[src/rtl/sfs_pkg.sv]
// Package: shared constants and types for the framed serial slave.
// Assumes a fixed 8-bit header: a run of sync ones, direction, select, trailing zero.
package sfs_pkg;
    localparam int HDR_W      = 8;
    localparam int SYNC_W     = 5;
    localparam int HDR_RW_BIT = 2;
    localparam int HDR_RS_BIT = 1;

    localparam int LINE_STB = 0;
    localparam int LINE_SCK = 1;
    localparam int LINE_SDI = 2;
    localparam int LINE_N   = 3;

    typedef enum logic [2:0] {
        PH_IDLE  = 3'd0,
        PH_HDR   = 3'd1,
        PH_WPAY  = 3'd2,
        PH_RWAIT = 3'd3,
        PH_RPAY  = 3'd4,
        PH_DROP  = 3'd5
    } phase_t;
endpackage

[src/rtl/sfs_sync.sv]
// Module: multi-bit level synchronizer.
// Each input bit passes through its own STAGES-deep flop chain.
// Assumes each bit is a slow asynchronous level. Reset loads IDLE_VAL so no false edge follows reset.
module sfs_sync #(
    parameter int               N        = 3,
    parameter int               STAGES   = 2,
    parameter logic [N-1:0]     IDLE_VAL = '0
) (
    input  logic         clk,
    input  logic         rst_n,
    input  logic [N-1:0] async_i,
    output logic [N-1:0] lvl_o
);
    genvar g;
    generate
        for (g = 0; g < N; g++) begin : g_bit
            logic [STAGES-1:0] chain_q;
            // Shift the raw input through the synchronizer chain.
            always_ff @(posedge clk) begin
                if (!rst_n) chain_q <= {STAGES{IDLE_VAL[g]}};
                else        chain_q <= {chain_q[STAGES-2:0], async_i[g]};
            end
            assign lvl_o[g] = chain_q[STAGES-1];
        end
    endgenerate
endmodule

[src/rtl/sfs_edge.sv]
// Module: edge detector for one synchronized level.
// Gives combinational rise and fall strobes, each one system clock long.
// Assumes the input is already synchronized. IDLE_VAL must match the synchronizer reset value.
module sfs_edge #(
    parameter logic IDLE_VAL = 1'b0
) (
    input  logic clk,
    input  logic rst_n,
    input  logic lvl_i,
    output logic rise_o,
    output logic fall_o
);
    logic prev_q;

    // Remember the level from the previous system clock.
    always_ff @(posedge clk) begin
        if (!rst_n) prev_q <= IDLE_VAL;
        else        prev_q <= lvl_i;
    end

    assign rise_o = lvl_i & ~prev_q;
    assign fall_o = ~lvl_i & prev_q;
endmodule

[src/rtl/sfs_frame_ctl.sv]
// Module: frame sequencer for the framed serial slave.
// Counts serial-clock edges inside a strobe-framed cycle and decodes the header.
// Collects the write payload and raises the delivery, request, error and abort pulses.
// Assumes the edge strobes come from synchronized signals and that sdi_i shares their delay.
module sfs_frame_ctl
    import sfs_pkg::*;
#(
    parameter int PAY_W = 8
) (
    input  logic             clk,
    input  logic             rst_n,
    input  logic             stb_rise_i,
    input  logic             stb_fall_i,
    input  logic             sck_rise_i,
    input  logic             sck_fall_i,
    input  logic             sdi_i,
    output logic             wr_valid_o,
    output logic [PAY_W-1:0] wr_data_o,
    output logic             rs_o,
    output logic             rd_req_o,
    output logic             frame_err_o,
    output logic             abort_o,
    output logic             oe_o,
    output logic             tx_shift_o,
    output logic [$clog2(HDR_W+PAY_W+2)-1:0] bit_cnt_o
);
    localparam int FRAME_BITS = HDR_W + PAY_W;
    localparam int CNT_W      = $clog2(FRAME_BITS + 2);
    localparam logic [CNT_W-1:0] CNT_FULL = CNT_W'(FRAME_BITS);
    localparam logic [CNT_W-1:0] CNT_SAT  = CNT_W'(FRAME_BITS + 1);
    localparam logic [CNT_W-1:0] HDR_LAST = CNT_W'(HDR_W - 1);

    phase_t             phase_q;
    logic [CNT_W-1:0]   cnt_q;
    logic [HDR_W-2:0]   hdr_q;
    logic [PAY_W-1:0]   pay_q;
    logic               rs_q;
    logic               oe_q;
    logic               wr_valid_q;
    logic [PAY_W-1:0]   wr_data_q;
    logic               rd_req_q;
    logic               err_q;
    logic               abort_q;

    logic [HDR_W-1:0]   hdr_next;
    logic               hdr_ok;
    logic [CNT_W-1:0]   cnt_inc;
    logic               frame_done;

    // Header as it stands once the current bit is taken in.
    assign hdr_next = {hdr_q, sdi_i};
    // Valid header: all sync bits set and the trailing bit clear.
    assign hdr_ok   = (hdr_next[HDR_W-1 -: SYNC_W] == {SYNC_W{1'b1}}) && !hdr_next[0];
    // Bit counter that sticks one past a full frame.
    assign cnt_inc  = (cnt_q == CNT_SAT) ? cnt_q : cnt_q + 1'b1;
    // A frame is complete when exactly the full number of bits was clocked.
    assign frame_done = (cnt_q == CNT_FULL);

    // Frame phase sequencing, shifting and event pulses.
    always_ff @(posedge clk) begin
        if (!rst_n) begin
            phase_q    <= PH_IDLE;
            cnt_q      <= '0;
            hdr_q      <= '0;
            pay_q      <= '0;
            rs_q       <= 1'b0;
            oe_q       <= 1'b0;
            wr_valid_q <= 1'b0;
            wr_data_q  <= '0;
            rd_req_q   <= 1'b0;
            err_q      <= 1'b0;
            abort_q    <= 1'b0;
        end else begin
            wr_valid_q <= 1'b0;
            rd_req_q   <= 1'b0;
            err_q      <= 1'b0;
            abort_q    <= 1'b0;
            if (stb_fall_i) begin
                phase_q <= PH_HDR;
                cnt_q   <= '0;
                oe_q    <= 1'b0;
            end else if (stb_rise_i) begin
                if (phase_q == PH_WPAY && frame_done) begin
                    wr_valid_q <= 1'b1;
                    wr_data_q  <= pay_q;
                end else if (phase_q != PH_IDLE && phase_q != PH_DROP &&
                             !(phase_q == PH_RPAY && frame_done)) begin
                    abort_q <= 1'b1;
                end
                phase_q <= PH_IDLE;
                oe_q    <= 1'b0;
            end else begin
                case (phase_q)
                    PH_HDR: begin
                        if (sck_rise_i) begin
                            hdr_q <= hdr_next[HDR_W-2:0];
                            cnt_q <= cnt_inc;
                            if (cnt_q == HDR_LAST) begin
                                rs_q <= hdr_next[HDR_RS_BIT];
                                if (!hdr_ok) begin
                                    phase_q <= PH_DROP;
                                    err_q   <= 1'b1;
                                end else if (hdr_next[HDR_RW_BIT]) begin
                                    phase_q  <= PH_RWAIT;
                                    rd_req_q <= 1'b1;
                                end else begin
                                    phase_q <= PH_WPAY;
                                end
                            end
                        end
                    end
                    PH_WPAY: begin
                        if (sck_rise_i) begin
                            pay_q <= {pay_q[PAY_W-2:0], sdi_i};
                            cnt_q <= cnt_inc;
                        end
                    end
                    PH_RWAIT: begin
                        if (sck_fall_i) begin
                            phase_q <= PH_RPAY;
                            oe_q    <= 1'b1;
                        end
                    end
                    PH_RPAY: begin
                        if (sck_rise_i) cnt_q <= cnt_inc;
                    end
                    default: ;
                endcase
            end
        end
    end

    // Advance the transmit byte on each falling serial clock of the read payload.
    assign tx_shift_o = (phase_q == PH_RPAY) && sck_fall_i && !stb_rise_i && !stb_fall_i;

    assign wr_valid_o  = wr_valid_q;
    assign wr_data_o   = wr_data_q;
    assign rs_o        = rs_q;
    assign rd_req_o    = rd_req_q;
    assign frame_err_o = err_q;
    assign abort_o     = abort_q;
    assign oe_o        = oe_q;
    assign bit_cnt_o   = cnt_q;
endmodule

[src/rtl/sfs_tx_shift.sv]
// Module: transmit shifter for read payloads.
// Captures the core byte one cycle after the request and presents it MSB first.
// Assumes the core holds data_i valid in the cycle after load_i.
module sfs_tx_shift #(
    parameter int PAY_W = 8
) (
    input  logic             clk,
    input  logic             rst_n,
    input  logic             load_i,
    input  logic [PAY_W-1:0] data_i,
    input  logic             shift_i,
    output logic             msb_o
);
    logic             load_q;
    logic [PAY_W-1:0] sh_q;

    // Delay the request by one cycle to line up with the core's reply.
    always_ff @(posedge clk) begin
        if (!rst_n) load_q <= 1'b0;
        else        load_q <= load_i;
    end

    // Load the reply, or move the next lower bit into the MSB.
    always_ff @(posedge clk) begin
        if (!rst_n)       sh_q <= '0;
        else if (load_q)  sh_q <= data_i;
        else if (shift_i) sh_q <= {sh_q[PAY_W-2:0], 1'b0};
    end

    assign msb_o = sh_q[PAY_W-1];
endmodule

[src/rtl/sfs_slave.sv]
// Module: framed synchronous serial slave (top).
// Oversamples the strobe, serial clock and data line with clk and decodes the two-byte frames.
// Delivers writes to the core and shifts out the bytes the core returns for reads.
// Assumes the serial clock phases last several clk periods longer than SYNC_STAGES.
module sfs_slave
    import sfs_pkg::*;
#(
    parameter int PAY_W       = 8,
    parameter int SYNC_STAGES = 2
) (
    input  logic             clk,
    input  logic             rst_n,
    input  logic             stb_i,
    input  logic             sck_i,
    input  logic             sdi_i,
    output logic             sdo_o,
    output logic             sdo_oe_o,
    output logic             wr_valid_o,
    output logic             wr_rs_o,
    output logic [PAY_W-1:0] wr_data_o,
    output logic             rd_req_o,
    output logic             rd_rs_o,
    input  logic [PAY_W-1:0] rd_data_i,
    output logic             frame_err_o,
    output logic             abort_o
);
    localparam int CNT_W = $clog2(HDR_W + PAY_W + 2);
    localparam logic [LINE_N-1:0] LINE_IDLE = LINE_N'(1 << LINE_STB);
    localparam int EDGE_N = 2;

    logic [LINE_N-1:0] line_lvl;
    logic [EDGE_N-1:0] edge_rise;
    logic [EDGE_N-1:0] edge_fall;
    logic              stb_lvl;
    logic              stb_rise;
    logic              rs_w;
    logic              oe_w;
    logic              tx_shift;
    logic              tx_msb;
    logic [CNT_W-1:0]  bit_cnt;

    sfs_sync #(
        .N        (LINE_N),
        .STAGES   (SYNC_STAGES),
        .IDLE_VAL (LINE_IDLE)
    ) u_sync (
        .clk     (clk),
        .rst_n   (rst_n),
        .async_i ({sdi_i, sck_i, stb_i}),
        .lvl_o   (line_lvl)
    );

    genvar g;
    generate
        for (g = 0; g < EDGE_N; g++) begin : g_edge
            sfs_edge #(
                .IDLE_VAL (LINE_IDLE[g])
            ) u_edge (
                .clk    (clk),
                .rst_n  (rst_n),
                .lvl_i  (line_lvl[g]),
                .rise_o (edge_rise[g]),
                .fall_o (edge_fall[g])
            );
        end
    endgenerate

    assign stb_lvl  = line_lvl[LINE_STB];
    assign stb_rise = edge_rise[LINE_STB];

    sfs_frame_ctl #(
        .PAY_W (PAY_W)
    ) u_ctl (
        .clk         (clk),
        .rst_n       (rst_n),
        .stb_rise_i  (stb_rise),
        .stb_fall_i  (edge_fall[LINE_STB]),
        .sck_rise_i  (edge_rise[LINE_SCK]),
        .sck_fall_i  (edge_fall[LINE_SCK]),
        .sdi_i       (line_lvl[LINE_SDI]),
        .wr_valid_o  (wr_valid_o),
        .wr_data_o   (wr_data_o),
        .rs_o        (rs_w),
        .rd_req_o    (rd_req_o),
        .frame_err_o (frame_err_o),
        .abort_o     (abort_o),
        .oe_o        (oe_w),
        .tx_shift_o  (tx_shift),
        .bit_cnt_o   (bit_cnt)
    );

    sfs_tx_shift #(
        .PAY_W (PAY_W)
    ) u_tx (
        .clk     (clk),
        .rst_n   (rst_n),
        .load_i  (rd_req_o),
        .data_i  (rd_data_i),
        .shift_i (tx_shift),
        .msb_o   (tx_msb)
    );

    assign wr_rs_o  = rs_w;
    assign rd_rs_o  = rs_w;
    assign sdo_oe_o = oe_w;
    assign sdo_o    = oe_w & tx_msb;
endmodule

[config.mk]
export PLATFORM = sky130hd
export DESIGN_NAME = sfs_slave
export DESIGN_NICKNAME = d
export VERILOG_FILES = /design/src/rtl/sfs_pkg.sv /design/src/rtl/sfs_sync.sv /design/src/rtl/sfs_edge.sv /design/src/rtl/sfs_frame_ctl.sv /design/src/rtl/sfs_tx_shift.sv /design/src/rtl/sfs_slave.sv
export SDC_FILE = /design/constraint.sdc
export NUM_CORES = 1
export LEC_CHECK = 0
export BUFFER_PORTS_ARGS = -buffer_cell sky130_fd_sc_hd__clkbuf_2
export CAP_MARGIN = 20
export CORE_MARGIN = 8
export CORE_UTILIZATION = 43
export CTS_CLUSTER_DIAMETER = 200
export DETAILED_ROUTE_END_ITERATION = 10
export GPL_TIMING_DRIVEN = 0
export SYNTH_ARGS = -nofsm -noshare
export SYNTH_HDL_FRONTEND = slang
export SYNTH_SLANG_ARGS = --single-unit
[constraint.sdc]
create_clock -name clk -period 2.11 [get_ports clk]
set_input_delay 0.3165 -clock clk [delete_from_list [all_inputs] [get_ports clk]]
set_output_delay 0.3165 -clock clk [all_outputs]
set_load 0.01 [all_outputs]
# Word-level counts from Yosys, hierarchy flattened
# Cells that the tools add are included.
[totals]
output_inout_bits = 16
regBits = 54
in_bits = 13
[classes]
n_addsub = 1
n_reduce_logical = 31
bitwise_logic = 17
n_eq_ne = 15
n_mux = 14
[ops]
columns = ["operator", "count"]
rows = [
  ["$reduce_and 4->1", 5],
  ["$mux 8", 2],
  ["$eq 5x5->1 const B", 3],
  ["$mux 3", 4],
  ["$not 1->1", 12],
  ["$reduce_or 3->1", 3],
  ["$logic_and 1x1->1", 8],
  ["$ne 4x1->1 const B", 2],
  ["$mux 1", 7],
  ["$reduce_or 7->1", 1],
  ["$eq 3x2->1 const B", 2],
  ["$pmux 3 s2", 1],
  ["$reduce_or 6->1", 1],
  ["$add 5x1->5 const B", 1],
  ["$and 1x1->1", 5],
  ["$eq 5x3->1 const B", 1],
  ["$reduce_and 5->1", 1],
  ["$logic_not 1->1", 4],
  ["$ne 2x1->1 const B", 2],
  ["$ne 4x2->1 const B", 1],
  ["$reduce_bool 2->1", 2],
  ["$reduce_bool 4->1", 1],
  ["$reduce_or 4->1", 1],
  ["$eq 3x1->1 const B", 1],
  ["7 further kinds", 7],
]

# Depth between registers and ports, before layout
[depth]
ltp_word = 8
mapped_depth = 7

# Modules after synthesis
# A second synthesis with hierarchy kept.
[hier_totals]
hier_cells = 229
area_unflattened_um2 = 2324.7
[by_module_without_submodules]
columns = ["module", "cells_each", "area_each_um2", "instances"]
rows = [
  ["sfs_frame_ctl", 167, 1606.5, 1],
  ["sfs_tx_shift", 37, 446.7, 1],
  ["sfs_sync", 15, 180.2, 1],
  ["sfs_edge", 4, 38.8, 2],
  ["sfs_slave", 2, 13.8, 1],
]

# Worst setup path after synthesis
# OpenSTA, ideal clock, no wires.
[synth_timing]
path_kind = "register to register"
from = "register g_edge[0].u_edge.prev_q"
to = "register u_ctl.cnt_q[3] (netlist: u_ctl.bit_cnt_o[3])"
path_buffers = 0
path_slack_ps = 347
required_ps = 2040
period_less_slack_ps = 1763
stages_incl_launch_ff = 7
t_arrival_ps = 1693
path_cell_list = "dfxtp_1 inv_1 ha_1 or3b_1 a21o_1 or4_1 a21oi_1"
[synth_between]
elab_chain_cells = 4
elab_cells_between_ends = 6
classes_between = "bitwise (4); reduce/logical (2)"
[synth_lines]
columns = ["item", "line_no", "rtl"]
rows = [
  ["start, declared", "sfs_edge.sv:13", "logic prev_q;"],
  ["start signal, assigned", "sfs_edge.sv:18", "else prev_q <= lvl_i;"],
  ["$not 1->1", "sfs_edge.sv:21", "assign rise_o = lvl_i & ~prev_q;"],
  ["$and 1x1->1", "sfs_edge.sv:21", ""],
  ["$not 1->1 (no source line)", "--", ""],
  ["$reduce_and 4->1 (no source line)", "--", ""],
  ["end signal, assigned", "sfs_frame_ctl.sv:97", "cnt_q <= cnt_inc;"],
  ["end signal, assigned", "sfs_frame_ctl.sv:115", "cnt_q <= cnt_inc;"],
  ["end signal, assigned", "sfs_frame_ctl.sv:125", "if (sck_rise_i) cnt_q <= cnt_inc;"],
  ["end, declared", "sfs_frame_ctl.sv:34", "logic [CNT_W-1:0] cnt_q;"],
]
# Parallel ways exist; a longest one is shown, timed or not.
# A chain may end at the register's enable or synchronous reset.

# Worst setup path after layout
# Same ends and word-level chain as after synthesis.

==> metrics.txt <==
outcome=complete, no violations; Clock transition at path regs=0.10 ns; critical path required time=2.36 ns; first-pass GRT wire length=7760 microns; Post-Syn Area=2300 sq um; vias in the first global route=1691; gr usage total=0.126; Clk Tree Root Cell=clkbuf_8; core area=5140 sq um; Max-slew headroom=0.646; maximum number of pins on one net before global-route repair=19; routed len/inst=13.5 microns; Clock power frac=0.392; DRC Markers=0; Starting Density=0.448; Yosys Warn Count=0; TritonCTS clock tree=built; TNS Setup=0 ns; Die Span X=89.2 microns; most frequent cells in the layout=dfxtp_1 (54), clkbuf_2 (27), mux2i_1 (22); Area contributors post-synth=dfxtp_1 (47%), mux2i_1 (9.6%), nor2b_1 (5.2%); crit path cell chain=inv_1 > ha_1 > or3b_1 > a21o_1 > or4_1 > a21oi_1; Num CTS Buffers=5; max_cap viols=0; Pint=0.00142 W; fmax=516 MHz; drt first pass iters=6; P_sw=0.000405 W; Syn Inst Count=240; Post-CTS Setup Bufs=0; H-Tree Level Count=2; Slew Limit Fails=0; sw frac=0.222; post-route cell area=2650 sq um; Final Wtd Congestion=0.798; RSZ-0062 raised after global routing=no; dpl hpwl=3390 microns; Crit-path slowest cell=or3b_1; Via density=5.09; Largest stage delay, worst path=0.43 ns; Post-synth EDFFs=0; power per cell area=690 nW/um^2; Post-Syn Area per Cell=9.59 sq um; Flop pwr share=0.565; die area=7950 sq um; die height=89.2 microns; ANT nets after route=0; drt initial violations=70; Crit. End Element=register; Seq/Total Area, Yosys=0.470; DR vias=1756; antenna violations before repair=0; Pleak=1.09 nW; total global routing overflow=0; Crit Path Class=reg -> reg; Hold Vio Cnt, Final=0; Layout area overhead=15.1%; Max FO, Critical Path=7; skew final=0.0114 ns; Synth Register Bits=54; total power=0.00183 W; PortBufs=27; Final Setup Violations=0; placed cell area=2520 sq um; Post-Route WL=4670 microns; combinational fraction of design power=0.043; Max IR drop VDD=0.000461 V; startpoint types=register; Bufs and invs on worst path=1; worst-skew pair later-pin latency=0.32 ns; share of layout cells above drive strength 1=0.164; Yosys top cell by area=dfxtp_1; syn nets=259; Slew @ Worst Pin=0.530 ns; # IOs=29; part of the cycle the worst path needs=0.919; critical path arrival=2.19 ns; Yosys top cell area share=0.470; Netlist cell types=40; ys flop type=dfxtp_1; ys async rst share=0; CP delay by family, top=simple AND/OR/NAND/NOR gates; Sink Count=54; Tightest Hold Check Type=in -> reg; commonest non-fill, non-tap cell in the layout=dfxtp_1; nets@finish=293; Rows=26; Tmin final=1.94 ns; Max Buffers Root-to-Sink=2; ANT cells=0
[Yosys cell counts (all sizes together), types with 2 or more instances]
library cell  instances
a21boi                4
a21oi                17
and2                  8
buf                   5
clkbuf                7
dfxtp                54
ha                    6
inv                   8
mux2i                22
nand2                16
nand2b                4
nand3                18
nand4                 2
nand4b                2
nor2                  3
nor2b                19
nor3b                 4
nor4                  2
o21ai                21
or4                   2
[layer usage]
layer  vias to the layer above  wire length (microns)  GRT usage
li1                        903                      -          -
met1                       808                   2350      0.158
met2                        40                   2000      0.196
met3                         5                    262     0.0358
met4                         0                     53     0.0529
met5                         -                      0          0
[registers in the layout, summed over array words and instances, names as in the netlist, 2 cells and up]
register,cells
u_ctl.pay_q,8
u_ctl.phase_q,3
u_ctl.bit_cnt_o,5
u_tx.sh_q,8
u_ctl.hdr_q,7
u_sync.g_bit.chain_q,6
g_edge.u_edge.prev_q,2
u_ctl.wr_data_o,8
[worst paths after layout]
check / from / end / slack (ns) / depth (start not counted)
worst min-delay path: stb_i / u_sync.g_bit[0].chain_q[0]$_SDFF_PN1_ / 0.18 / 2
worst max-delay path: g_edge[0].u_edge.prev_q$_SDFF_PN1_ / u_ctl.bit_cnt_o[3]$_SDFFE_PP0P_ / 0.17 / 6
worst max register to register: g_edge[0].u_edge.prev_q$_SDFF_PN1_ / u_ctl.bit_cnt_o[3]$_SDFFE_PP0P_ / 0.17 / 6
worst min register to register: u_sync.g_bit[0].chain_q[0]$_SDFF_PN1_ / u_sync.g_bit[0].chain_q[1]$_SDFF_PN1_ / 0.43 / 1
[power by group through the flow]
stage          Clock (W)  Combinational (W)  Sequential [W]
2_1_floorplan          0          0.0000537         0.00105
3_3_place_gp           0          0.0000785         0.00106
3_5_place_dp           0          0.0000789         0.00106
4_1_cts         0.000741          0.0000795         0.00103
5_1_grt         0.000782          0.0000875         0.00104
6_report        0.000716          0.0000791         0.00103
[logic make-up after synthesis]
logic type               after synthesis  share of synthesized area
multiplexers                          22                     0.0957
AND/OR/NAND/NOR                       90                      0.237
adder cells (fa/ha/maj)                6                     0.0326
flip-flops                            54                      0.470
AO/OA/AOI/OAI                         47                      0.114
buffers and inverters                 20                     0.0478
XOR/XNOR                               1                    0.00381
[cell type report]
cell class	count	area [sq um]
inverter	8	30.0
clock inverter	3	48.8
clock buffer	5	68.8
multi-input combinational	166	1120
tap	70	87.6
fill	537	2490
timing repair buffer	27	135
sequential	54	1080
buffer	12	80.1
[metrics by stage]
step / util / cells / hold WS, ns / setup WS (ns)
floorplan: - / 240 / 0.386 / 0.347
global placement: 0.491 / 337 / 0.391 / 0.0980
detailed placement: 0.491 / 337 / 0.411 / 0.181
CTS: 0.514 / 345 / 0.172 / 0.127
global route: 0.515 / 345 / 0.187 / 0.0245
finish: 0.515 / 345 / 0.180 / 0.172
[what timing repair did]
action	CTS	global route
hold buffers	0	0
resized for setup	0	1
setup endpoints to repair	0	1
Power figures use the tool's default switching activity.
